==> src/rtl/pic_ack.sv <==
`timescale 1ns/1ps
module pic_ack #(
  parameter int N_EXT = 4,
  parameter int N_MSG = 4,
  parameter int VW    = 8,
  parameter int PW    = 4,
  parameter int AW    = 6
) (
  input  logic          clk,
  input  logic          rst_n,
  input  logic          bus_wr,
  input  logic          bus_rd,
  input  logic [AW-1:0] bus_addr,
  input  logic [31:0]   bus_wdata,
  output logic [31:0]   bus_rdata,
  input  logic [N_EXT-1:0] ext_irq,
  input  logic [N_MSG-1:0] msg_post,
  output logic          irq_out
);
  localparam int NSRC = N_EXT + N_MSG;
  localparam int IW   = $clog2(NSRC);
  localparam logic [AW-1:0] A_MODE = AW'(0), A_FEAT = AW'(1), A_TPRI = AW'(2),
    A_SPUR = AW'(3), A_MEN = AW'(4), A_ACK = AW'(5), A_EOI = AW'(6),
    A_SRC = AW'(32), A_SEND = AW'(32 + NSRC);

  logic             mode_q;
  logic [PW-1:0]    tpri_q;
  logic [VW-1:0]    spur_q;
  logic [N_MSG-1:0] men_q;
  logic [VW-1:0]    vec_q [NSRC];
  logic [PW-1:0]    pri_q [NSRC];
  logic [NSRC-1:0]  pol_q, sen_q, msk_q, lat_q, ins_q;
  logic [NSRC-1:0]  pend, elig, setv, take_oh, eoi_oh;
  logic [N_EXT-1:0] adj, prev_q;
  logic             best_ok, ins_ok, deliver, take, src_hit;
  logic [IW-1:0]    best_idx, ins_idx, sidx;
  logic [PW-1:0]    best_pri, ins_pri;
  logic [31:0]      rd_val;
  logic             unused_wdata;

  assign unused_wdata = ^bus_wdata;
  assign adj = ~(ext_irq ^ pol_q[N_EXT-1:0]);

  for (genvar i = 0; i < NSRC; i++) begin : g_src
    if (i < N_EXT) begin : g_ext
      assign pend[i] = sen_q[i] ? adj[i] : lat_q[i];
      assign setv[i] = ~sen_q[i] & adj[i] & ~prev_q[i];
      assign elig[i] = pend[i] & ~msk_q[i] & ~ins_q[i] & (|pri_q[i]);
    end else begin : g_msg
      assign pend[i] = lat_q[i];
      assign setv[i] = msg_post[i-N_EXT];
      assign elig[i] = pend[i] & ~msk_q[i] & ~ins_q[i] & (|pri_q[i]) & men_q[i-N_EXT];
    end
  end

  always_comb begin
    best_ok = 1'b0; best_idx = '0; best_pri = '0;
    ins_ok  = 1'b0; ins_idx  = '0; ins_pri  = '0;
    for (int i = 0; i < NSRC; i++) begin
      if (elig[i] && (!best_ok || pri_q[i] > best_pri)) begin
        best_ok = 1'b1; best_idx = IW'(i); best_pri = pri_q[i];
      end
      if (ins_q[i] && (!ins_ok || pri_q[i] > ins_pri)) begin
        ins_ok = 1'b1; ins_idx = IW'(i); ins_pri = pri_q[i];
      end
    end
  end

  assign deliver = mode_q && best_ok && (best_pri > tpri_q) && (!ins_ok || best_pri > ins_pri);
  assign irq_out = deliver;
  assign take    = bus_rd && (bus_addr == A_ACK) && deliver;
  assign take_oh = take ? (NSRC'(1) << best_idx) : '0;
  assign eoi_oh  = (bus_wr && bus_addr == A_EOI && ins_ok) ? (NSRC'(1) << ins_idx) : '0;
  assign src_hit = (bus_addr >= A_SRC) && (bus_addr < A_SEND);
  assign sidx    = IW'(bus_addr - A_SRC);

  always_comb begin
    rd_val = '0;
    if (src_hit) begin
      rd_val[VW-1:0]  = vec_q[sidx];
      rd_val[16 +: PW] = pri_q[sidx];
      rd_val[22] = pol_q[sidx];
      rd_val[23] = sen_q[sidx];
      rd_val[30] = pend[sidx] | ins_q[sidx];
      rd_val[31] = msk_q[sidx];
    end else begin
      case (bus_addr)
        A_MODE:  rd_val = 32'(mode_q);
        A_FEAT:  rd_val = 32'(NSRC);
        A_TPRI:  rd_val = 32'(tpri_q);
        A_SPUR:  rd_val = 32'(spur_q);
        A_MEN:   rd_val = 32'(men_q);
        A_ACK:   rd_val = deliver ? 32'(vec_q[best_idx]) : 32'(spur_q);
        default: rd_val = '0;
      endcase
    end
  end

  always_ff @(posedge clk or negedge rst_n) begin
    if (!rst_n) begin
      mode_q <= 1'b0; tpri_q <= '0; spur_q <= '1; men_q <= '0;
      pol_q <= '1; sen_q <= '0; msk_q <= '1; lat_q <= '0; ins_q <= '0;
      prev_q <= '0; bus_rdata <= '0;
      for (int i = 0; i < NSRC; i++) begin
        vec_q[i] <= '0; pri_q[i] <= '0;
      end
    end else begin
      if (bus_rd) bus_rdata <= rd_val;
      lat_q  <= (lat_q & ~take_oh) | setv;
      ins_q  <= (ins_q | take_oh) & ~eoi_oh;
      prev_q <= adj;
      if (bus_wr) begin
        if (src_hit) begin
          vec_q[sidx] <= bus_wdata[VW-1:0];
          pri_q[sidx] <= bus_wdata[16 +: PW];
          pol_q[sidx] <= bus_wdata[22];
          sen_q[sidx] <= bus_wdata[23];
          msk_q[sidx] <= bus_wdata[31];
        end
        case (bus_addr)
          A_MODE: mode_q <= bus_wdata[0];
          A_TPRI: tpri_q <= bus_wdata[PW-1:0];
          A_SPUR: spur_q <= bus_wdata[VW-1:0];
          A_MEN:  men_q  <= bus_wdata[N_MSG-1:0];
          default: ;
        endcase
      end
    end
  end
endmodule

==> config.mk <==
export PLATFORM = sky130hd
export DESIGN_NAME = pic_ack
export DESIGN_NICKNAME = d
export VERILOG_FILES = /design/src/rtl/pic_ack.sv
export SDC_FILE = /design/constraint.sdc
export NUM_CORES = 1
export LEC_CHECK = 0
export BUFFER_PORTS_ARGS = -buffer_cell sky130_fd_sc_hd__buf_4
export CAP_MARGIN = 20
export CORE_AREA = 4 4 137 153
export CTS_CLUSTER_SIZE = 20
export DETAILED_ROUTE_END_ITERATION = 8
export DIE_AREA = 0 0 141 157
export GPL_TIMING_DRIVEN = 1
export PLACE_DENSITY = 0.78
export SYNTH_ARGS = -nofsm -noshare
export SYNTH_HDL_FRONTEND = slang
export SYNTH_SLANG_ARGS = --single-unit
export TNS_END_PERCENT = 100
==> constraint.sdc <==
create_clock -name clk -period 41 [get_ports clk]
set_clock_uncertainty 0.05 [all_clocks]
set_input_delay 6.15 -clock clk [delete_from_list [all_inputs] [get_ports clk]]
set_output_delay 6.15 -clock clk [all_outputs]
set_load 0.005 [all_outputs]
# Word-level counts from Yosys, hierarchy flattened
# Cells that the tools add are included.
[totals]
word_cells = 289
in_bits = 50
reg_bits = 189
output_inout_bits = 33
[op_classes]
n_reduce_logical = 68
shifts = 2
n_lt_le_gt_ge = 23
n_eq_ne = 6
n_bitwise = 71
add_sub_neg = 1
mux = 91
[ops]
columns = ["op", "n"]
rows = [
  ["$mux W4", 20],
  ["$mux W8", 10],
  ["$bwmux W64", 1],
  ["$gt A4 B4 Y1", 16],
  ["$bmux W8 S3", 2],
  ["$pmux W8 S6", 1],
  ["$and A1 B1 Y1", 36],
  ["$mux W3", 12],
  ["$bwmux W32", 1],
  ["$reduce_or A4 Y1", 8],
  ["$mux W1", 28],
  ["$bwmux W8", 3],
  ["$demux W8 S3", 1],
  ["$logic_and A1 B1 Y1", 24],
  ["$not A1 Y1", 24],
  ["$eq A6 B3 Y1 const B", 3],
  ["$and A8 B8 Y8", 2],
  ["$not A8 Y8", 2],
  ["$or A8 B8 Y8", 2],
  ["$shl A1 B3 Y8 const A", 2],
  ["$bmux W1 S3", 5],
  ["$logic_not A1 Y1", 15],
  ["$logic_or A1 B1 Y1", 15],
  ["$bmux W4 S3", 1],
  ["other kinds (19)", 28],
]

# Depth between registers and ports, before layout
# Gate-level depths: netlist of run 1.
[depth]
ltp_word = 43
mapped_depth = 75
depth_no_buf = 71

# Worst setup path after synthesis of run 1
# Ideal clock, no wire load.
[synth_path]
kind = "input to output"
startpoint = "input ext_irq[0]"
endpoint = "output irq_out"
path_slack_ps = 17720
path_stages = 59
arrival_time_ps = 17080
required_time_ps = 34800
n_path_buf = 4
cell_sequence = "xnor2_1 mux2i_2 nor2_1 nand2_1 ha_1 nor2b_1 o211a_1 o21ai_0 o211ai_1 and2_1 ha_1 nor2b_1 o211a_1 o21ai_1 a211oi_1 a31oi_1 inv_1 ha_1 [23 not listed] clkbuf_1 nand2_1 o21ai_0 ha_1 nor2b_1 o21ai_0 nand2b_1 a21oi_1 o32ai_2 clkbuf_1 a22o_1 ha_1 nor2b_1 o21a_1 o21a_1 o211ai_1 a211oi_2 clkbuf_1"
[synth_between]
elab_chain_len = 38
word_cells_on_any_way = 56
classes_between = "9 x order compare; 17 x mux; 5 x bitwise; 25 x reduce/logical"
[synth_lines]
columns = ["item", "line", "rtl"]
rows = [
  ["start: declaration", "16", "input logic [N_EXT-1:0] ext_irq,"],
  ["$xor A4 B4 Y4 *", "42", "assign adj = ~(ext_irq ^ pol_q[N_EXT-1:0]);"],
  ["$not A4 Y4 *", "42", ""],
  ["$mux W1 *", "46", "assign pend[i] = sen_q[i] ? adj[i] : lat_q[i];"],
  ["$and A1 B1 Y1 * (3 in a row)", "48", "assign elig[i] = pend[i] & ~msk_q[i] & ~ins_q[i] & (|pri_q[i]);"],
  ["$mux W4 or $mux W1 (tied branches)", "60", "if (elig[i] && (!best_ok || pri_q[i] > best_pri)) begin"],
  ["$gt A4 B4 Y1 or $logic_not A1 Y1 (tied branches)", "60", ""],
  ["$logic_or A1 B1 Y1", "60", ""],
  ["$logic_and A1 B1 Y1", "60", ""],
  ["[20 not listed]", "-", ""],
  ["$mux W4 or $mux W1 (tied branches)", "60", ""],
  ["$gt A4 B4 Y1 or $logic_not A1 Y1 (tied branches)", "60", ""],
  ["$logic_or A1 B1 Y1", "60", ""],
  ["$logic_and A1 B1 Y1", "60", ""],
  ["$mux W4 or $mux W1 (tied branches)", "60", ""],
  ["$gt A4 B4 Y1 or $logic_and A1 B1 Y1 (tied branches)", "69", "assign deliver = mode_q && best_ok && (best_pri > tpri_q) && (!ins_ok || best_pri > ins_pri);"],
  ["$logic_and A1 B1 Y1 or $logic_or A1 B1 Y1 (tied branches)", "69", ""],
  ["$logic_and A1 B1 Y1 *", "69", ""],
  ["end: declaration", "18", "output logic irq_out"],
]
# Every way passes the cells marked *; elsewhere a longest branch is shown, timed or not.

# Worst setup path after layout of run 1
[layout_path]
startpoint = "input ext_irq[0]"
endpoint = "output irq_out"
[layout_between]
elab_chain_len = 38
word_cells_on_any_way = 56
classes_between = "9 x order compare; 17 x mux; 5 x bitwise; 25 x reduce/logical"
[layout_lines]
columns = ["item", "line", "rtl"]
rows = [
  ["$xor A4 B4 Y4 *", "42", ""],
  ["$not A4 Y4 *", "42", ""],
  ["via adj[0]", "34", "logic [N_EXT-1:0] adj, prev_q;"],
  ["$mux W1 *", "46", ""],
  ["$and A1 B1 Y1 * (3 in a row)", "48", ""],
  ["$mux W4 or $mux W1 (tied branches)", "60", ""],
  ["$gt A4 B4 Y1 or $logic_not A1 Y1 (tied branches)", "60", ""],
  ["$logic_or A1 B1 Y1", "60", ""],
  ["[21 not listed]", "-", ""],
  ["$mux W4 or $mux W1 (tied branches)", "60", ""],
  ["$gt A4 B4 Y1 or $logic_not A1 Y1 (tied branches)", "60", ""],
  ["$logic_or A1 B1 Y1", "60", ""],
  ["$logic_and A1 B1 Y1", "60", ""],
  ["$mux W4 or $mux W1 (tied branches)", "60", ""],
  ["$gt A4 B4 Y1 or $logic_and A1 B1 Y1 (tied branches)", "69", ""],
  ["$logic_and A1 B1 Y1 or $logic_or A1 B1 Y1 (tied branches)", "69", ""],
  ["$logic_and A1 B1 Y1 *", "69", ""],
]
# Mark *: on every way through the listed nets, which the timed path passes. The rest lies on a longest branch.

==> results of run 1 <==
Yosys cell counts (11+ instances only):
master,number,area share
a211oi_1,13,0.0085
clkbuf_1,30,0.0098
nand2_1,65,0.021
dfrtp_1,149,0.32
o22ai_1,19,0.010
a21oi_1,32,0.014
inv_1,46,0.015
mux2_2,141,0.14
o21a_1,16,0.010
nor2_1,59,0.019
nor3_1,13,0.0057
ha_1,64,0.070
nand3_1,11,0.0048
dfstp_2,24,0.055
a21o_1,13,0.0085
mux2i_1,37,0.032
a31oi_1,15,0.0082
o21ai_0,48,0.021
buf_4,17,0.011
nor2b_1,20,0.011
mux4_2,31,0.061
o211ai_1,24,0.016
flip-flops by register name, indices dropped and copies added (netlist names):
name	flops
bus_rdata	16
ins_q	8
lat_q	8
men_q	4
mode_q	1
msk_q	8
pol_q	8
prev_q	4
pri_q	32
sen_q	8
spur_q	8
tpri_q	4
vec_q	64
area by class of cell:
| class | count | area share |
|---|---|---|
| clock buffer | 22 | 0.0377 |
| clock inverter | 10 | 0.00825 |
| inverter | 46 | 0.0137 |
| multi-input combinational | 787 | 0.531 |
| sequential | 173 | 0.346 |
| tap | 252 | 0.0251 |
| timing repair buffer | 60 | 0.0380 |
worst max-delay path: cells and delay by family:
kind	cells	cell delay (ns)
fa+ha+maj	8	2.30
compound gates	28	5.83
mux	3	0.80
simple gates	16	3.14
xor+xnor	1	0.30
buf+inv	5	0.64
logic make-up after synthesis:
family,Yosys count
mux,215
xor+xnor,4
simple gates,238
buf+inv,110
fa+ha+maj,64
other cells,1
compound gates,250
flops,173
routing by layer:
metal,share of wire,global-route usage,vias to the layer above
met5,0,0,-
met4,0.038,0.115,0
met3,0.068,0.0410,92
met2,0.48,0.473,385
met1,0.41,0.386,4537
li1,-,-,4021
power groups by stage:
stage	Sequential, mW	Combinational [mW]	Clock, mW
6_report	0.217	0.271	0.164
5_1_grt	0.219	0.296	0.171
4_1_cts	0.216	0.267	0.164
3_5_place_dp	0.219	0.265	0
3_3_place_gp	0.217	0.258	0
2_1_floorplan	0.210	0.200	0
path summary, 6_finish.rpt:
path	slack [ns]	cells past startpoint	to	start
setup / recovery	15.61	61	irq_out	ext_irq[0]
hold / removal	0.45	3	lat_q[1]$_DFF_PN0_	prev_q[1]$_DFF_PN0_
setup reg to reg	25.97	69	lat_q[0]$_DFF_PN0_	ins_q[0]$_DFF_PN0_
hold reg to reg	0.45	3	lat_q[1]$_DFF_PN0_	prev_q[1]$_DFF_PN0_
max in group asynchronous	33.76	2	bus_rdata[18]$_DFFE_PN0P_	rst_n
min in group asynchronous	5.77	1	vec_q[5]$_DFFE_PN0P_	rst_n
==> results.txt, run 1 <==
final core utilization -> 0.647
pwr dens -> 51.8 nW/um^2
critical path fanouts, max -> 14
asr flop ratio synth -> 1.00
Yosys cell types -> 83
total number of vias -> 9,035
multi-input logic area -> 6680 sq um
most frequent cells in the layout -> dfrtp_1, mux2_2, nand2_1, ha_1
Placed Cells -> 1,316
Post-synth EDFFs -> 0
overall die width -> 141 microns
most used cell, CP -> ha_1
Max stage delay cell, worst path -> nor2_1
critical setup path kind -> in -> out
gr usage total -> 0.287
crit path time final -> 25.39 ns
global-route wire length before repair -> 49,800 microns
Port Buffers -> 49
pre-CTS WS -> 15.69 ns
Worst Setup End Kind -> primary output
drt drc -> 0
Seq/Total Area, Yosys -> 0.380
Layout Cells excl Fill -> 1,350
Routed WL -> 31,400 microns
Syn. warnings -> 0
Slew @ Worst Pin -> 1.15 ns
Max Slew Vio Count -> 0
HPWL after DPL -> 21,500 microns
First-pass DRT Iterations -> 5
Hold Slack -> 0.452 ns
Synth Area in Compound Gates -> 0.157
Synth Area in Simple Gates -> 0.107
Final Instance Area -> 12,600 sq um
die height -> 157 microns
IO Count -> 83
Synth Area in XOR/XNOR -> 0.00305
Avg Inst Size Synth -> 10.9 sq um
Worst Hold Class -> reg -> reg
TritonCTS clock tree -> done
# rows -> 54
Max IR drop VDD -> 0.0317 mV
ys flop type -> dfrtp_1
clock buffer depth -> 2
gpl congestion -> 0.980
cell area after synthesis -> 11,500 sq um
H-tree depth -> 4
Clock Sinks -> 173
Switching Share -> 0.391
Core ar. -> 19,500 sq um
mux contribution to synthesized area -> 0.238
Fill cells -> 1,496
Iteration-0 DRC Markers -> 883
max-cap violation count -> 0
outcome -> finished, final reports clean
slew margin rel. -> 0.232
Seq pwr share -> 0.333
area growth from synthesis to layout -> 9.65%
unrepaired setup endpoints after global routing -> false
Cells after Synth -> 1,055
die area -> 22,100 sq um
vias in the first global route -> 8,998
NumNets Final -> 1,199
Post-Synth Adder-Cell Area -> 0.0698
NetSw -> 0.254 mW
clk root buf -> clkbuf_16
post-CTS sizing -> 0
Placed Instance Area -> 12,000 sq um
Pwr Total -> 0.651 mW
ant diodes -> 0
worst path arrival time -> 19.19 ns
clock power share -> 0.251
WP data required -> 34.80 ns
Setup Buffers After CTS -> 0
clk_lat worst skew -> 0.43 ns
Internal Power -> 0.397 mW
total CTS buffers -> 17
initial core utilization -> 0.590
initial antenna violation count -> 0
via density per instance -> 6.69
crit share post-route -> 0.619
Leak -> 5.56 nW
largest family of logic cells by synthesized area -> multiplexers
endpoints failing setup -> 0
Comb power frac -> 0.416
layout cells sized above 1 -> 0.291
CTS clk-pin slew, worst paths -> 0.07 ns
CP peak stage delay -> 0.62 ns
CTS Hold Buffers Added -> 0
drt wl/cell -> 23.3 microns
Worst setup SP type -> input pin
Final Hold Fails -> 0
post-route ant nets -> 0
setup ws final -> 15.61 ns
flop and latch count out of synthesis -> 173
Reg area -> 4360 sq um
commonest non-fill, non-tap cell in the layout -> dfrtp_1
Setup TNS Final -> 0 ns
pin count of the biggest net entering global routing -> 109
achievable frequency -> 39.4 MHz
grt ovf -> 0
No activity file was read; power rests on OpenSTA's default activity.
==> run 2: changes to the inputs <==
--- a/config.mk
+++ b/config.mk
@@ -7,12 +7,12 @@
 export LEC_CHECK = 0
 export BUFFER_PORTS_ARGS = -buffer_cell sky130_fd_sc_hd__buf_4
 export CAP_MARGIN = 20
-export CORE_AREA = 4 4 137 153
+export CORE_AREA = 4 4 142 158
 export CTS_CLUSTER_SIZE = 20
 export DETAILED_ROUTE_END_ITERATION = 8
-export DIE_AREA = 0 0 141 157
+export DIE_AREA = 0 0 146 162
 export GPL_TIMING_DRIVEN = 1
-export PLACE_DENSITY = 0.78
+export PLACE_DENSITY = 0.77
 export SYNTH_ARGS = -nofsm -noshare
 export SYNTH_HDL_FRONTEND = slang
 export SYNTH_SLANG_ARGS = --single-unit
==> constraint.sdc (replaced) <==
create_clock -name clk -period 20.4 [get_ports clk]
set_clock_uncertainty 0.05 [all_clocks]
set_input_delay 3.06 -clock clk [delete_from_list [all_inputs] [get_ports clk]]
set_output_delay 3.06 -clock clk [all_outputs]
set_load 0.005 [all_outputs]
==> run 2 against run 1 <==
Effect of this change:
- total power increased by 100%
- sequential cell count unchanged
- non-clock buffer count unchanged
- routed wire length increased by 0.93%
- global-route usage decreased by 1.9 points
- largest power group unchanged
- highest routed layer unchanged
==> results.txt, run 2 (same netlist as run 1, synthesis figures left out) <==
Setup Buffers After CTS -> 0
H-tree depth -> 4
R2R Setup Slk -> 5.48 ns
Worst setup SP type -> input pin
crit share post-route -> 0.944
Final Hold Fails -> 0
initial core utilization -> 0.548
commonest non-fill, non-tap cell in the layout -> dfrtp_1
WP data required -> 17.29 ns
met3 Use GR -> 0.0527
Worst Setup End Kind -> primary output
Final Instance Area -> 12,600 sq um
CTS Hold Buffers Added -> 0
Routed WL -> 31,700 microns
gpl congestion -> 0.970
overall die width -> 146 microns
GR peak layer -> met2
layout cells sized above 1 -> 0.294
CP peak stage delay -> 0.55 ns
CTS clk-pin slew, worst paths -> 0.07 ns
clk root buf -> clkbuf_16
crit path time final -> 19.26 ns
GR Layer Usage met1 -> 0.335
clk_lat worst skew -> 0.44 ns
critical path fanouts, max -> 14
die height -> 162 microns
max-cap violation count -> 0
HPWL after DPL -> 21,800 microns
pin count of the biggest net entering global routing -> 90
Worst Hold Class -> reg -> reg
Port Buffers -> 49
critical setup path kind -> in -> out
Clock Sinks -> 173
total CTS buffers -> 17
met2 usage -> 0.450
Top reg by flops -> vec_q
most used cell, CP -> ha_1
# rows -> 56
Leak -> 5.57 nW
pwr dens -> 105 nW/um^2
NumNets Final -> 1,199
die area -> 23,700 sq um
Fill cells -> 1,678
Max stage delay cell, worst path -> o32ai_2
grt ovf -> 0
achievable frequency -> 51.9 MHz
Worst R2R Start -> ins_q[0]$_DFF_PN0_
drt wl/cell -> 23.3 microns
max reg flops -> 64
TritonCTS clock tree -> done
unrepaired setup endpoints after global routing -> false
post-route ant nets -> 0
via density per instance -> 6.71
worst path arrival time -> 16.15 ns
endpoints failing setup -> 0
gr usage total -> 0.268
most frequent cells in the layout -> dfrtp_1, mux2_2, nand2_1, ha_1, buf_4
Slew @ Worst Pin -> 1.16 ns
slew margin rel. -> 0.225
drt drc -> 0
Worst Setup SP -> ext_irq[0]
clock buffer depth -> 2
Hold Slack -> 0.447 ns
Worst R2R End -> lat_q[2]$_DFF_PN0_
Setup TNS Final -> 0 ns
outcome -> finished, final reports clean
Min-Delay Endpoint -> lat_q[7]$_DFF_PN0_
global-route wire length before repair -> 50,100 microns
ant diodes -> 0
IO Count -> 83
Max Slew Vio Count -> 0
Placed Instance Area -> 12,000 sq um
Hold Crit Start -> lat_q[7]$_DFF_PN0_
Max IR drop VDD -> 0.0574 mV
Core ar. -> 21,000 sq um
First-pass DRT Iterations -> 7
vias in the first global route -> 9,218
total number of vias -> 9,125
Iteration-0 DRC Markers -> 862
Top Registers -> vec_q x64, pri_q x32, bus_rdata x16
area growth from synthesis to layout -> 9.93%
reg2reg path depth -> 70
worst hold path depth -> 1
initial antenna violation count -> 0
run 2: cell count changes in the layout (fill, tap and decap cells not counted), sizes merged:
cell,delta
clkbuf,-5
clkinv,+4
clkinvlp,+1
run 2: area by class of cell:
| class | count | area, sq um | area share |
|---|---|---|---|
| multi-input combinational | 787 | 6680 | 0.530 |
| sequential | 173 | 4360 | 0.346 |
| timing repair buffer | 60 | 474 | 0.0376 |
| clock buffer | 17 | 425 | 0.0337 |
| tap | 261 | 327 | 0.0259 |
| clock inverter | 15 | 175 | 0.0139 |
| inverter | 46 | 173 | 0.0137 |
run 2: worst max-delay path by stage:
stage | end | slack [ns] | cells after the start
after global placement | irq_out | 1.48 | 61
final | irq_out | 1.14 | 61
after global routing | irq_out | 0.23 | 61
after detailed placement | irq_out | 1.09 | 61
after floorplan | irq_out | 3.30 | 59
after CTS | irq_out | 1.03 | 61
run 2: power breakdown:
part	leakage [nW]	internal, mW	total, mW	switching, mW
combinational	3.11	0.229	0.552	0.323
clock	0.291	0.175	0.332	0.157
sequential	2.16	0.389	0.436	0.0473
run 2: stage by stage:
step                utilization  std cells  worst slack [ns]  total power, mW
floorplan                     -       1070              3.30            0.824
global placement          0.572       1326              1.48            0.954
detailed placement        0.572       1326              1.09            0.978
CTS                       0.601       1358              1.03             1.31
global route              0.602       1359             0.232             1.39
finish                    0.602       1359              1.14             1.32
run 2: layer usage:
layer / share of wire / up-vias
met5: 0 / -
met4: 0.044 / 0
met3: 0.069 / 106
met2: 0.49 / 445
met1: 0.39 / 4543
li1: - / 4031
run 2: repair_timing:
item                                    4_1_cts  5_1_grt
resized for setup                             0        1
endpoints found under the setup margin        0        1
endpoints found under the hold margin         0        0
run 2: critical path, delay by kind of cell:
kind                     cells  cell delay, ns
AO/OA/AOI/OAI               28            5.93
adder cells (fa/ha/maj)      8            2.33
XOR/XNOR                     1            0.28
multiplexers                 3            0.84
buffers and inverters        5            0.66
AND/OR/NAND/NOR             16            3.02
==> run 3: changes to the inputs <==
--- a/config.mk
+++ b/config.mk
@@ -7,12 +7,12 @@
 export LEC_CHECK = 0
 export BUFFER_PORTS_ARGS = -buffer_cell sky130_fd_sc_hd__buf_4
 export CAP_MARGIN = 20
-export CORE_AREA = 4 4 142 158
+export CORE_AREA = 4 4 137 153
 export CTS_CLUSTER_SIZE = 20
 export DETAILED_ROUTE_END_ITERATION = 8
-export DIE_AREA = 0 0 146 162
+export DIE_AREA = 0 0 141 157
 export GPL_TIMING_DRIVEN = 1
-export PLACE_DENSITY = 0.77
+export PLACE_DENSITY = 0.78
 export SYNTH_ARGS = -nofsm -noshare
 export SYNTH_HDL_FRONTEND = slang
 export SYNTH_SLANG_ARGS = --single-unit
==> constraint.sdc (replaced) <==
create_clock -name clk -period 21.6 [get_ports clk]
set_clock_uncertainty 0.05 [all_clocks]
set_input_delay 3.24 -clock clk [delete_from_list [all_inputs] [get_ports clk]]
set_output_delay 3.24 -clock clk [all_outputs]
set_load 0.005 [all_outputs]
==> run 3 against run 2 <==
Effect of this change:
- via count decreased by 0.43%
- clock power about the same
- sequential power fell by 5.7%
- die area fell by 6.4%
- sequential share of layout area about the same
- routed wire length grew 0.34%
- worst setup slack improved by 0.90 ns
- non-clock buffer count decreased by 2
- clock-buffer cell count grew 4
- total power fell by 4.7%
- sequential cell count stayed put
==> results.txt, run 3 (same netlist as run 1, synthesis figures left out) <==
outcome -> finished, final reports clean
critical path fanouts, max -> 14
H-tree depth -> 4
IO Count -> 83
Setup TNS Final -> 0 ns
endpoints failing setup -> 0
First-pass DRT Iterations -> 7
Leak -> 5.56 nW
Worst Hold Class -> reg -> reg
Max Slew Vio Count -> 0
CP peak stage delay -> 0.72 ns
Placed Instance Area -> 11,900 sq um
CTS Hold Buffers Added -> 0
TritonCTS clock tree -> done
NumNets Final -> 1,197
overall die width -> 141 microns
commonest non-fill, non-tap cell in the layout -> dfrtp_1
Final Hold Fails -> 0
pwr dens -> 99.7 nW/um^2
HPWL after DPL -> 21,900 microns
drt drc -> 0
max-cap violation count -> 0
Worst R2R Start -> ins_q[0]$_DFF_PN0_
clock buffer depth -> 2
gpl congestion -> 0.956
Levels on crit path -> 61
buffers and inverters on the worst path -> 5
reg2reg path depth -> 69
Worst setup SP type -> input pin
post-CTS sizing -> 0
max reg flops -> 64
Slew @ Worst Pin -> 1.16 ns
layout cells sized above 1 -> 0.288
vias in the first global route -> 9,033
Fill cells -> 1,531
# rows -> 54
Worst R2R End -> lat_q[0]$_DFF_PN0_
Max IR drop VDD -> 0.0814 mV
global-route wire length before repair -> 49,900 microns
Top reg by flops -> vec_q
Critical Path Sink -> irq_out
Final Instance Area -> 12,600 sq um
achievable frequency -> 51.1 MHz
R2R Setup Slk -> 5.94 ns
die height -> 157 microns
Top Registers -> vec_q x64, pri_q x32, bus_rdata x16
most used cell, CP -> ha_1
Routed WL -> 31,800 microns
gr usage total -> 0.291
Setup Buffers After CTS -> 0
Max stage delay cell, worst path -> nor2_1
drt wl/cell -> 23.6 microns
CP top delay family -> compound AO/OA/AOI/OAI gates
area growth from synthesis to layout -> 9.95%
worst path arrival time -> 16.27 ns
die area -> 22,100 sq um
unrepaired setup endpoints after global routing -> false
total CTS buffers -> 17
Core ar. -> 19,500 sq um
clk root buf -> clkbuf_16
WP data required -> 18.31 ns
critical setup path kind -> in -> out
CTS clk-pin slew, worst paths -> 0.07 ns
most frequent cells in the layout -> dfrtp_1, mux2_2, nand2_1, ha_1, nor2_1
post-route ant nets -> 0
total number of vias -> 9,086
pin count of the biggest net entering global routing -> 113
grt ovf -> 0
Clock Sinks -> 173
initial antenna violation count -> 0
Worst Setup SP -> ext_irq[0]
via density per instance -> 6.74
Port Buffers -> 49
ant diodes -> 0
Iteration-0 DRC Markers -> 698
crit share post-route -> 0.905
Worst Setup End Kind -> primary output
clk_lat worst skew -> 0.44 ns
initial core utilization -> 0.590
crit path time final -> 19.56 ns
slew margin rel. -> 0.228
## run 3: cell types whose count changed in the layout (fill, tap and decap cells not counted), moves of 2 or more
cell and change:
clkbuf_1 +4, bufinv_16 +3, inv_6 -2, buf_4 -3, clkinv_8 -3
## run 3: per-layer routing
metal / global-route usage / vias to the layer above / wire (microns)
met5: 0 / - / 0
met4: 0.120 / 0 / 1250
met3: 0.0343 / 84 / 2030
met2: 0.491 / 429 / 15600
met1: 0.384 / 4550 / 12900
li1: - / 4023 / -
## run 3: final cells by class
class                           count  area (sq um)  share of cell area
Clock inverter                     11           183              0.0145
Tap cell                          252           315              0.0250
Timing Repair Buffer               58           467              0.0370
Inverter                           46           173              0.0137
Sequential cell                   173          4360               0.346
Clock buffer                       21           440              0.0349
Multi-Input combinational cell    787          6680               0.529
## run 3: how the worst min path moves through the flow
stage / slack, ns / from / cells past startpoint / end
after global placement: 0.43 / prev_q[1]$_DFF_PN0_ / 3 / lat_q[1]$_DFF_PN0_
after detailed placement: 0.44 / sen_q[6]$_DFFE_PN0P_ / 1 / sen_q[6]$_DFFE_PN0P_
after CTS: 0.46 / lat_q[6]$_DFF_PN0_ / 1 / lat_q[6]$_DFF_PN0_
final: 0.45 / prev_q[1]$_DFF_PN0_ / 3 / lat_q[1]$_DFF_PN0_
after floorplan: 0.41 / lat_q[7]$_DFF_PN0_ / 1 / lat_q[7]$_DFF_PN0_
after global routing: 0.47 / prev_q[1]$_DFF_PN0_ / 3 / lat_q[1]$_DFF_PN0_
## run 3: worst register-to-register path, delay by kind of cell (launching register included)
| kind | cells | cell delay [ns] |
|---|---|---|
| mux | 2 | 0.56 |
| buf+inv | 3 | 0.44 |
| fa+ha+maj | 8 | 2.22 |
| compound gates | 35 | 7.88 |
| simple gates | 21 | 3.72 |
| flops | 1 | 0.66 |
## run 3: power by group
part / total (mW) / switching, mW / internal, mW
logic: 0.514 / 0.298 / 0.216
registers: 0.411 / 0.0443 / 0.367
clock network: 0.332 / 0.136 / 0.196
total: 1.26 / 0.479 / 0.779
## run 3: through the flow
| stage | worst slack, ns | utilization | hold WS [ns] | std cells | power, mW |
|---|---|---|---|---|---|
| 2_1_floorplan | 4.14 | - | 0.413 | 1070 | 0.779 |
| 3_3_place_gp | 2.61 | 0.614 | 0.428 | 1314 | 0.898 |
| 3_5_place_dp | 2.38 | 0.614 | 0.443 | 1314 | 0.916 |
| 4_1_cts | 2.28 | 0.646 | 0.458 | 1346 | 1.25 |
| 5_1_grt | 1.09 | 0.648 | 0.469 | 1348 | 1.33 |
| 6_report | 2.04 | 0.648 | 0.455 | 1348 | 1.26 |
